$ cat src/rtl/memtest_pkg.sv
package memtest_pkg;
  typedef enum logic [1:0] {ST_IDLE, ST_WR, ST_RD, ST_DRAIN} phase_t;

  typedef struct packed {
    logic clear;    // new run: zero counters and results
    logic advAddr;  // command accepted, step to next burst
    logic rstAddr;  // last command of a phase accepted
    logic cmpEn;    // a read word is to be checked
  } dpCtl_t;
endpackage

$ cat src/rtl/memtest_addr_map.sv
module memtest_addr_map #(
  parameter int COL_W = 6,
  parameter int ROW_W = 3,
  parameter int BANK_W = 1,
  parameter bit BANK_ON_TOP = 1'b1,
  localparam int LIN_W = COL_W + ROW_W + BANK_W
) (
  input  logic [LIN_W-1:0]  linAddr,
  output logic [BANK_W-1:0] bank,
  output logic [ROW_W-1:0]  row,
  output logic [COL_W-1:0]  col
);
  assign col = linAddr[COL_W-1:0];
  generate
    if (BANK_ON_TOP) begin : g_bank_high
      assign row  = linAddr[COL_W +: ROW_W];
      assign bank = linAddr[COL_W+ROW_W +: BANK_W];
    end else begin : g_row_high
      assign bank = linAddr[COL_W +: BANK_W];
      assign row  = linAddr[COL_W+BANK_W +: ROW_W];
    end
  endgenerate
endmodule

$ cat src/rtl/memtest_ctrl.sv
module memtest_ctrl
  import memtest_pkg::*;
(
  input  logic   clk,
  input  logic   rstN,
  input  logic   start,
  input  logic   cmdReady,
  input  logic   rdValid,
  input  logic   lastCmd,
  input  logic   lastWord,
  output logic   busy,
  output logic   done,
  output logic   cmdValid,
  output logic   cmdWrite,
  output dpCtl_t ctl
);
  phase_t state, stateNext;
  logic   doneQ;
  logic   accept;

  assign cmdValid = (state == ST_WR) || (state == ST_RD);
  assign cmdWrite = (state == ST_WR);
  assign accept   = cmdValid && cmdReady;
  assign busy     = (state != ST_IDLE);
  assign done     = doneQ;

  always_comb begin
    ctl.clear   = start && (state == ST_IDLE);
    ctl.advAddr = accept && !lastCmd;
    ctl.rstAddr = accept && lastCmd;
    ctl.cmpEn   = rdValid && ((state == ST_RD) || (state == ST_DRAIN));
  end

  always_comb begin
    stateNext = state;
    unique case (state)
      ST_IDLE:  if (start) stateNext = ST_WR;
      ST_WR:    if (accept && lastCmd) stateNext = ST_RD;
      ST_RD:    if (accept && lastCmd) stateNext = ST_DRAIN;
      ST_DRAIN: if (lastWord) stateNext = ST_IDLE;
      default:  stateNext = ST_IDLE;
    endcase
  end

  always_ff @(posedge clk) begin
    if (!rstN) begin
      state <= ST_IDLE;
      doneQ <= 1'b0;
    end else begin
      state <= stateNext;
      if (ctl.clear) doneQ <= 1'b0;
      else if (state == ST_DRAIN && lastWord) doneQ <= 1'b1;
    end
  end

  p_start_busy_r2: assert property (@(posedge clk) disable iff (!rstN)
    (start && !busy) |=> busy);
  p_hold_cmd_r6: assert property (@(posedge clk) disable iff (!rstN)
    (cmdValid && !cmdReady) |=> (cmdValid && $stable(cmdWrite)));
  p_rd_after_wr_r7: assert property (@(posedge clk) disable iff (!rstN)
    (cmdWrite && !cmdReady) |=> cmdWrite);
  p_done_idle_r11: assert property (@(posedge clk) disable iff (!rstN)
    done |-> !busy);
endmodule

$ cat src/rtl/memtest_dpath.sv
module memtest_dpath
  import memtest_pkg::*;
#(
  parameter int DATA_W = 16,
  parameter int COL_W = 6,
  parameter int ROW_W = 3,
  parameter int BANK_W = 1,
  parameter int BURST_LEN = 4,
  parameter int TEST_WORDS = 1024,
  parameter int ERR_W = 8,
  parameter bit BANK_ON_TOP = 1'b1,
  localparam int LIN_W = COL_W + ROW_W + BANK_W,
  localparam int CNT_W = LIN_W + 1
) (
  input  logic                        clk,
  input  logic                        rstN,
  input  dpCtl_t                      ctl,
  input  logic [DATA_W-1:0]           rdData,
  output logic                        lastCmd,
  output logic                        lastWord,
  output logic [BANK_W-1:0]           cmdBank,
  output logic [ROW_W-1:0]            cmdRow,
  output logic [COL_W-1:0]            cmdCol,
  output logic [DATA_W*BURST_LEN-1:0] cmdWdata,
  output logic [LIN_W-1:0]            firstFailAddr,
  output logic [ERR_W-1:0]            errCount
);
  localparam logic [LIN_W-1:0] LAST_BURST = LIN_W'(TEST_WORDS - BURST_LEN);
  localparam logic [CNT_W-1:0] LAST_EXP   = CNT_W'(TEST_WORDS - 1);
  localparam logic [ERR_W-1:0] ERR_MAX    = {ERR_W{1'b1}};
  localparam logic [LIN_W-1:0] BL_STEP    = LIN_W'(BURST_LEN);

  logic [LIN_W-1:0] linAddr;
  logic [CNT_W-1:0] expCnt;
  logic             mismatch;

  assign lastCmd  = (linAddr == LAST_BURST);
  assign lastWord = ctl.cmpEn && (expCnt == LAST_EXP);
  assign mismatch = ctl.cmpEn && (rdData != DATA_W'(expCnt));

  memtest_addr_map #(
    .COL_W(COL_W), .ROW_W(ROW_W), .BANK_W(BANK_W), .BANK_ON_TOP(BANK_ON_TOP)
  ) u_map (
    .linAddr(linAddr), .bank(cmdBank), .row(cmdRow), .col(cmdCol)
  );

  generate
    for (genvar w = 0; w < BURST_LEN; w++) begin : g_wdata
      assign cmdWdata[w*DATA_W +: DATA_W] = DATA_W'(linAddr + LIN_W'(w));
    end
  endgenerate

  always_ff @(posedge clk) begin
    if (!rstN) begin
      linAddr       <= '0;
      expCnt        <= '0;
      firstFailAddr <= '0;
      errCount      <= '0;
    end else if (ctl.clear) begin
      linAddr       <= '0;
      expCnt        <= '0;
      firstFailAddr <= '0;
      errCount      <= '0;
    end else begin
      if (ctl.rstAddr)      linAddr <= '0;
      else if (ctl.advAddr) linAddr <= linAddr + BL_STEP;
      if (ctl.cmpEn) expCnt <= expCnt + 1'b1;
      if (mismatch) begin
        if (errCount == '0) firstFailAddr <= expCnt[LIN_W-1:0];
        if (errCount != ERR_MAX) errCount <= errCount + 1'b1;
      end
    end
  end

  p_col_aligned_r5: assert property (@(posedge clk) disable iff (!rstN)
    1'b1 |-> ((linAddr % BL_STEP) == '0));
  p_first_hold_r9: assert property (@(posedge clk) disable iff (!rstN)
    ((errCount != '0) && !ctl.clear) |=> $stable(firstFailAddr));
  p_err_sat_r10: assert property (@(posedge clk) disable iff (!rstN)
    ((errCount == ERR_MAX) && !ctl.clear) |=> (errCount == ERR_MAX));
  p_no_cmp_r12: assert property (@(posedge clk) disable iff (!rstN)
    (!ctl.cmpEn && !ctl.clear) |=> ($stable(errCount) && $stable(expCnt)));
endmodule

$ cat src/rtl/memtest_top.sv
module memtest_top
  import memtest_pkg::*;
#(
  parameter int DATA_W = 16,
  parameter int COL_W = 6,
  parameter int ROW_W = 3,
  parameter int BANK_W = 1,
  parameter int BURST_LEN = 4,
  parameter int TEST_WORDS = 1024,
  parameter int ERR_W = 8,
  parameter bit BANK_ON_TOP = 1'b1,
  localparam int LIN_W = COL_W + ROW_W + BANK_W
) (
  input  logic                        clk,
  input  logic                        rstN,
  input  logic                        start,
  output logic                        busy,
  output logic                        done,
  output logic                        pass,
  output logic                        cmdValid,
  input  logic                        cmdReady,
  output logic                        cmdWrite,
  output logic [BANK_W-1:0]           cmdBank,
  output logic [ROW_W-1:0]            cmdRow,
  output logic [COL_W-1:0]            cmdCol,
  output logic [DATA_W*BURST_LEN-1:0] cmdWdata,
  input  logic                        rdValid,
  input  logic [DATA_W-1:0]           rdData,
  output logic [LIN_W-1:0]            firstFailAddr,
  output logic [ERR_W-1:0]            errCount
);
  dpCtl_t ctl;
  logic   lastCmd, lastWord;

  memtest_ctrl u_ctrl (
    .clk(clk), .rstN(rstN), .start(start), .cmdReady(cmdReady),
    .rdValid(rdValid), .lastCmd(lastCmd), .lastWord(lastWord),
    .busy(busy), .done(done), .cmdValid(cmdValid), .cmdWrite(cmdWrite),
    .ctl(ctl)
  );

  memtest_dpath #(
    .DATA_W(DATA_W), .COL_W(COL_W), .ROW_W(ROW_W), .BANK_W(BANK_W),
    .BURST_LEN(BURST_LEN), .TEST_WORDS(TEST_WORDS), .ERR_W(ERR_W),
    .BANK_ON_TOP(BANK_ON_TOP)
  ) u_dpath (
    .clk(clk), .rstN(rstN), .ctl(ctl), .rdData(rdData),
    .lastCmd(lastCmd), .lastWord(lastWord),
    .cmdBank(cmdBank), .cmdRow(cmdRow), .cmdCol(cmdCol), .cmdWdata(cmdWdata),
    .firstFailAddr(firstFailAddr), .errCount(errCount)
  );

  assign pass = done && (errCount == '0);
endmodule

$ cat config.mk
export PLATFORM = sky130hd
export DESIGN_NAME = memtest_top
export DESIGN_NICKNAME = d
export VERILOG_FILES = /design/src/rtl/memtest_pkg.sv /design/src/rtl/memtest_addr_map.sv /design/src/rtl/memtest_ctrl.sv /design/src/rtl/memtest_dpath.sv /design/src/rtl/memtest_top.sv
export SDC_FILE = /design/constraint.sdc
export NUM_CORES = 1
export LEC_CHECK = 0
export CORE_ASPECT_RATIO = 1.25
export CORE_MARGIN = 2
export CORE_UTILIZATION = 38
export DETAILED_ROUTE_END_ITERATION = 10
export PLACE_DENSITY = 0.78
export SLEW_MARGIN = 20
export SYNTH_ARGS = -nofsm -noshare
export SYNTH_HDL_FRONTEND = slang
export SYNTH_SLANG_ARGS = --single-unit
$ cat constraint.sdc
create_clock -name clk -period 1.85 [get_ports clk]
set_input_delay 0.37 -clock clk [delete_from_list [all_inputs] [get_ports clk]]
set_output_delay 0.37 -clock clk [all_outputs]
set_load 0.02 [all_outputs]
==> results.json <==
{
  "synth_top_family_by_area": "buffers and inverters",
  "setup_tns_ns": -0.386,
  "met3_usage_pct": 3.28,
  "vias": 2408,
  "synth_cell_type_count": 37,
  "outcome": "finished with violations",
  "antenna_found_initial": 0,
  "clockRootBuffer": "clkbuf_8",
  "vias_per_cell": 4.93,
  "fill_cells": 576,
  "cts_tree": "done",
  "whs_path_depth": 2,
  "synth_compound_area_share_pct": 9.68,
  "dieArea_sq_mm": 0.00741,
  "p_leak_nw": 1.52,
  "max_freq_ghz": 0.482,
  "finalSetupViolCount": 5,
  "h-tree-depth": 2,
  "violations": "setup timing",
  "synth-seq-cells": 40,
  "fin_crit_ns": 2.08,
  "drv_cap": 0,
  "final_area_sq_mm": 0.00386,
  "netlist_area_sq_mm": 0.00256,
  "dpl.cell_count": 474,
  "drive_gt1_share_pct": 28.7,
  "portBuffers": 83,
  "rows": 33,
  "holdBufCountCts": 0,
  "cellPowerDensity_mw_per_mm2": 698,
  "start_util_pct": 39.2,
  "gp_congestion": 0.871,
  "seq_area_sq_um": 808,
  "area_growth_pct": 50.7,
  "met2_usage_pct": 28.9,
  "grt_pass1_wl_microns": 9630,
  "slew_viol_final": 0,
  "grt_max_degree": 32,
  "startpoint_type": "flip-flop",
  "pre_cts_ws_ns": -0.406,
  "final_antenna_net_count": 0,
  "clk_pin_slew_worst_paths_ns": 0.09,
  "io_pins": 118,
  "hpwl_microns": 4570,
  "cp-end-kind": "output port",
  "avgRoutedWirePerCell_microns": 14.1,
  "fp.dieW_microns": 77.4,
  "final_common_cell": "clkdlybuf4s50_1",
  "cts_inserted_buffers": 5,
  "synthXorXnorAreaFrac_pct": 9.58,
  "drc_errors": 0,
  "finalHoldViolCount": 0,
  "setup_ws_ns": -0.226,
  "r2r_cells": 8,
  "seq_area_frac_synth_pct": 31.3,
  "diodes": 0,
  "insertion_delay_ns": 0.30,
  "gr-usage-all-layers_pct": 16.3,
  "reg2reg_from": "u_dpath.errCount[0]$_SDFFE_PP0P_",
  "syn_inst": 307,
  "fin_crit_sh_pct": 112,
  "final_cell_mix": "71 x clkdlybuf4s50_1, 39 x buf_4, 34 x conb_1, 34 x dfxtp_1, 22 x nor2_1",
  "path_class": "flip-flop to output port",
  "worstHoldStart": "u_dpath.firstFailAddr[9]$_SDFFE_PP0P_",
  "place_area_sq_mm": 0.00338,
  "hp-class": "flip-flop to flip-flop",
  "grt_overflow": 0,
  "coreArea_sq_mm": 0.00652,
  "synth_mux_area_share_pct": 0.782,
  "skew_ns": 0.0189,
  "nNetsFinal": 430,
  "arrival_ns": 1.71,
  "clock-sinks": 40,
  "syn_area_per_cell_sq_um": 8.34,
  "first_pass_iters": 4,
  "multiInputGateArea_sq_mm": 0.00162,
  "fin_cells": 488,
  "first_iter_violations": 120,
  "peakVddDrop_uv": 409,
  "grt_busiest_layer": "met2",
  "critical_path_required_ns": 1.48,
  "die_h_microns": 95.8,
  "routed_wl_microns": 6870,
  "r2r-end": "u_dpath.errCount[5]$_SDFFE_PP0P_",
  "first_global_vias": 2107,
  "hold_end": "u_dpath.firstFailAddr[9]$_SDFFE_PP0P_",
  "ys_warn_count": 0,
  "cts_buffer_depth": 2,
  "use_met1_pct": 19.1,
  "synthAdderAreaFrac_pct": 4.40,
  "synth-simple-area-share_pct": 21.4,
  "crit_fanout": 2,
  "rsz0062_at_grt": "yes",
  "reg2reg_setup_slack_ns": -0.13
}
-- cell usage after synthesis --
library cell | n | area, sq um
clkbuf_1 | 5 | 18.8
nor4_1 | 3 | 18.8
xnor2_1 | 6 | 52.6
o21a_1 | 2 | 15.0
buf_6 | 4 | 45.0
nor4_4 | 1 | 21.3
nor2_1 | 23 | 86.3
nand3_1 | 19 | 95.1
nor3_1 | 2 | 10.0
inv_1 | 5 | 18.8
and2_1 | 3 | 18.8
a2111oi_0 | 1 | 8.76
xor2_1 | 22 | 193
o21ai_0 | 17 | 85.1
mux2i_1 | 2 | 20.0
a22oi_1 | 1 | 7.51
a21oi_1 | 19 | 95.1
or4_1 | 2 | 15.0
and4_1 | 3 | 26.3
nand2_1 | 20 | 75.1
and3_4 | 2 | 22.5
o31ai_1 | 1 | 7.51
buf_4 | 66 | 495
a41oi_1 | 1 | 8.76
a31oi_1 | 1 | 6.26
and4_4 | 1 | 11.3
and3_1 | 6 | 37.5
or3_1 | 6 | 37.5
conb_1 | 2 | 7.51
nand4_1 | 6 | 37.5
or4b_4 | 1 | 13.8
nand2b_1 | 1 | 6.26
o221ai_1 | 1 | 8.76
nor3b_1 | 2 | 15.0
ha_1 | 9 | 113
dfxtp_1 | 40 | 801
o21ai_1 | 1 | 5.00
-- flip-flops by register name, summed over array words and instances, names as in the netlist --
name and count:
u_ctrl.done 1, u_ctrl.state 2, u_dpath.errCount 8, u_dpath.expCnt 11, u_dpath.firstFailAddr 10, u_dpath.linAddr 8
-- layer usage --
layer  vias to the layer above  routed length [microns]
li1                       1144                        -
met1                      1127                     2720
met2                       117                     3520
met3                        20                      422
met4                         0                      204
met5                         -                        0
-- power by group --
part / internal [mW] / switching [mW] / total [mW] / leakage (nW)
clock: 0.399 / 0.326 / 0.725 / 0.0541
combinational: 0.441 / 0.597 / 1.04 / 1.14
sequential: 0.898 / 0.0317 / 0.929 / 0.325
-- worst max path at each step --
stage                                          start  cells past startpoint                            to  slack (ns)
CTS                 u_dpath.errCount[0]$_SDFFE_PP0P_                      6                          pass       -0.25
global placement    u_dpath.errCount[0]$_SDFFE_PP0P_                      6                          pass       -0.38
global route        u_dpath.errCount[1]$_SDFFE_PP0P_                      6                          pass       -0.36
detailed placement  u_dpath.errCount[0]$_SDFFE_PP0P_                      6                          pass       -0.41
floorplan               u_ctrl.state[0]$_SDFFE_PN0P_                      7  u_ctrl.state[0]$_SDFFE_PN0P_       0.008
finish              u_dpath.errCount[0]$_SDFFE_PP0P_                      6                          pass       -0.23
-- metrics by stage --
| step | util (%) | total power [mW] | hold WS [ns] |
|---|---|---|---|
| floorplan | - | 1.56 | 0.468 |
| global placement | 51.9 | 1.87 | 0.466 |
| detailed placement | 51.9 | 1.89 | 0.468 |
| CTS | 54.7 | 2.61 | 0.487 |
| global route | 59.1 | 2.83 | 0.494 |
| finish | 59.1 | 2.69 | 0.476 |
-- repair_timing --
action                     CTS  global route
buffers inserted             1             4
cloned                       3             0
setup endpoints to repair   34            30
resized for setup           28            65
pin swaps                    3            29
-- worst max-delay path: stages, from the launching register on --
cell and delay, ns:
dfxtp_2 0.33, inv_2 0.05, ha_1 0.12, or4b_4 0.46, nor4_4 0.15, and2_2 0.17
buf_4 0.13
-- logic make-up (layout without fill, tap and decap cells) --
kind of cell | count (synthesis) | after routing
buf+inv | 80 | 140
fa+ha+maj | 9 | 9
compound gates | 45 | 45
other cells | 2 | 34
simple gates | 101 | 103
mux | 2 | 2
flops | 40 | 40
xor+xnor | 28 | 28
-- final cells by class --
class / count / share of cell area [%]
clock buffer: 5 / 1.78
clock inverter: 3 / 1.10
inverter: 5 / 0.487
multi-input combinational: 221 / 41.9
sequential: 40 / 21.0
tap: 87 / 2.82
timing repair buffer: 127 / 31.0
(Power assumes the default switching activity.)
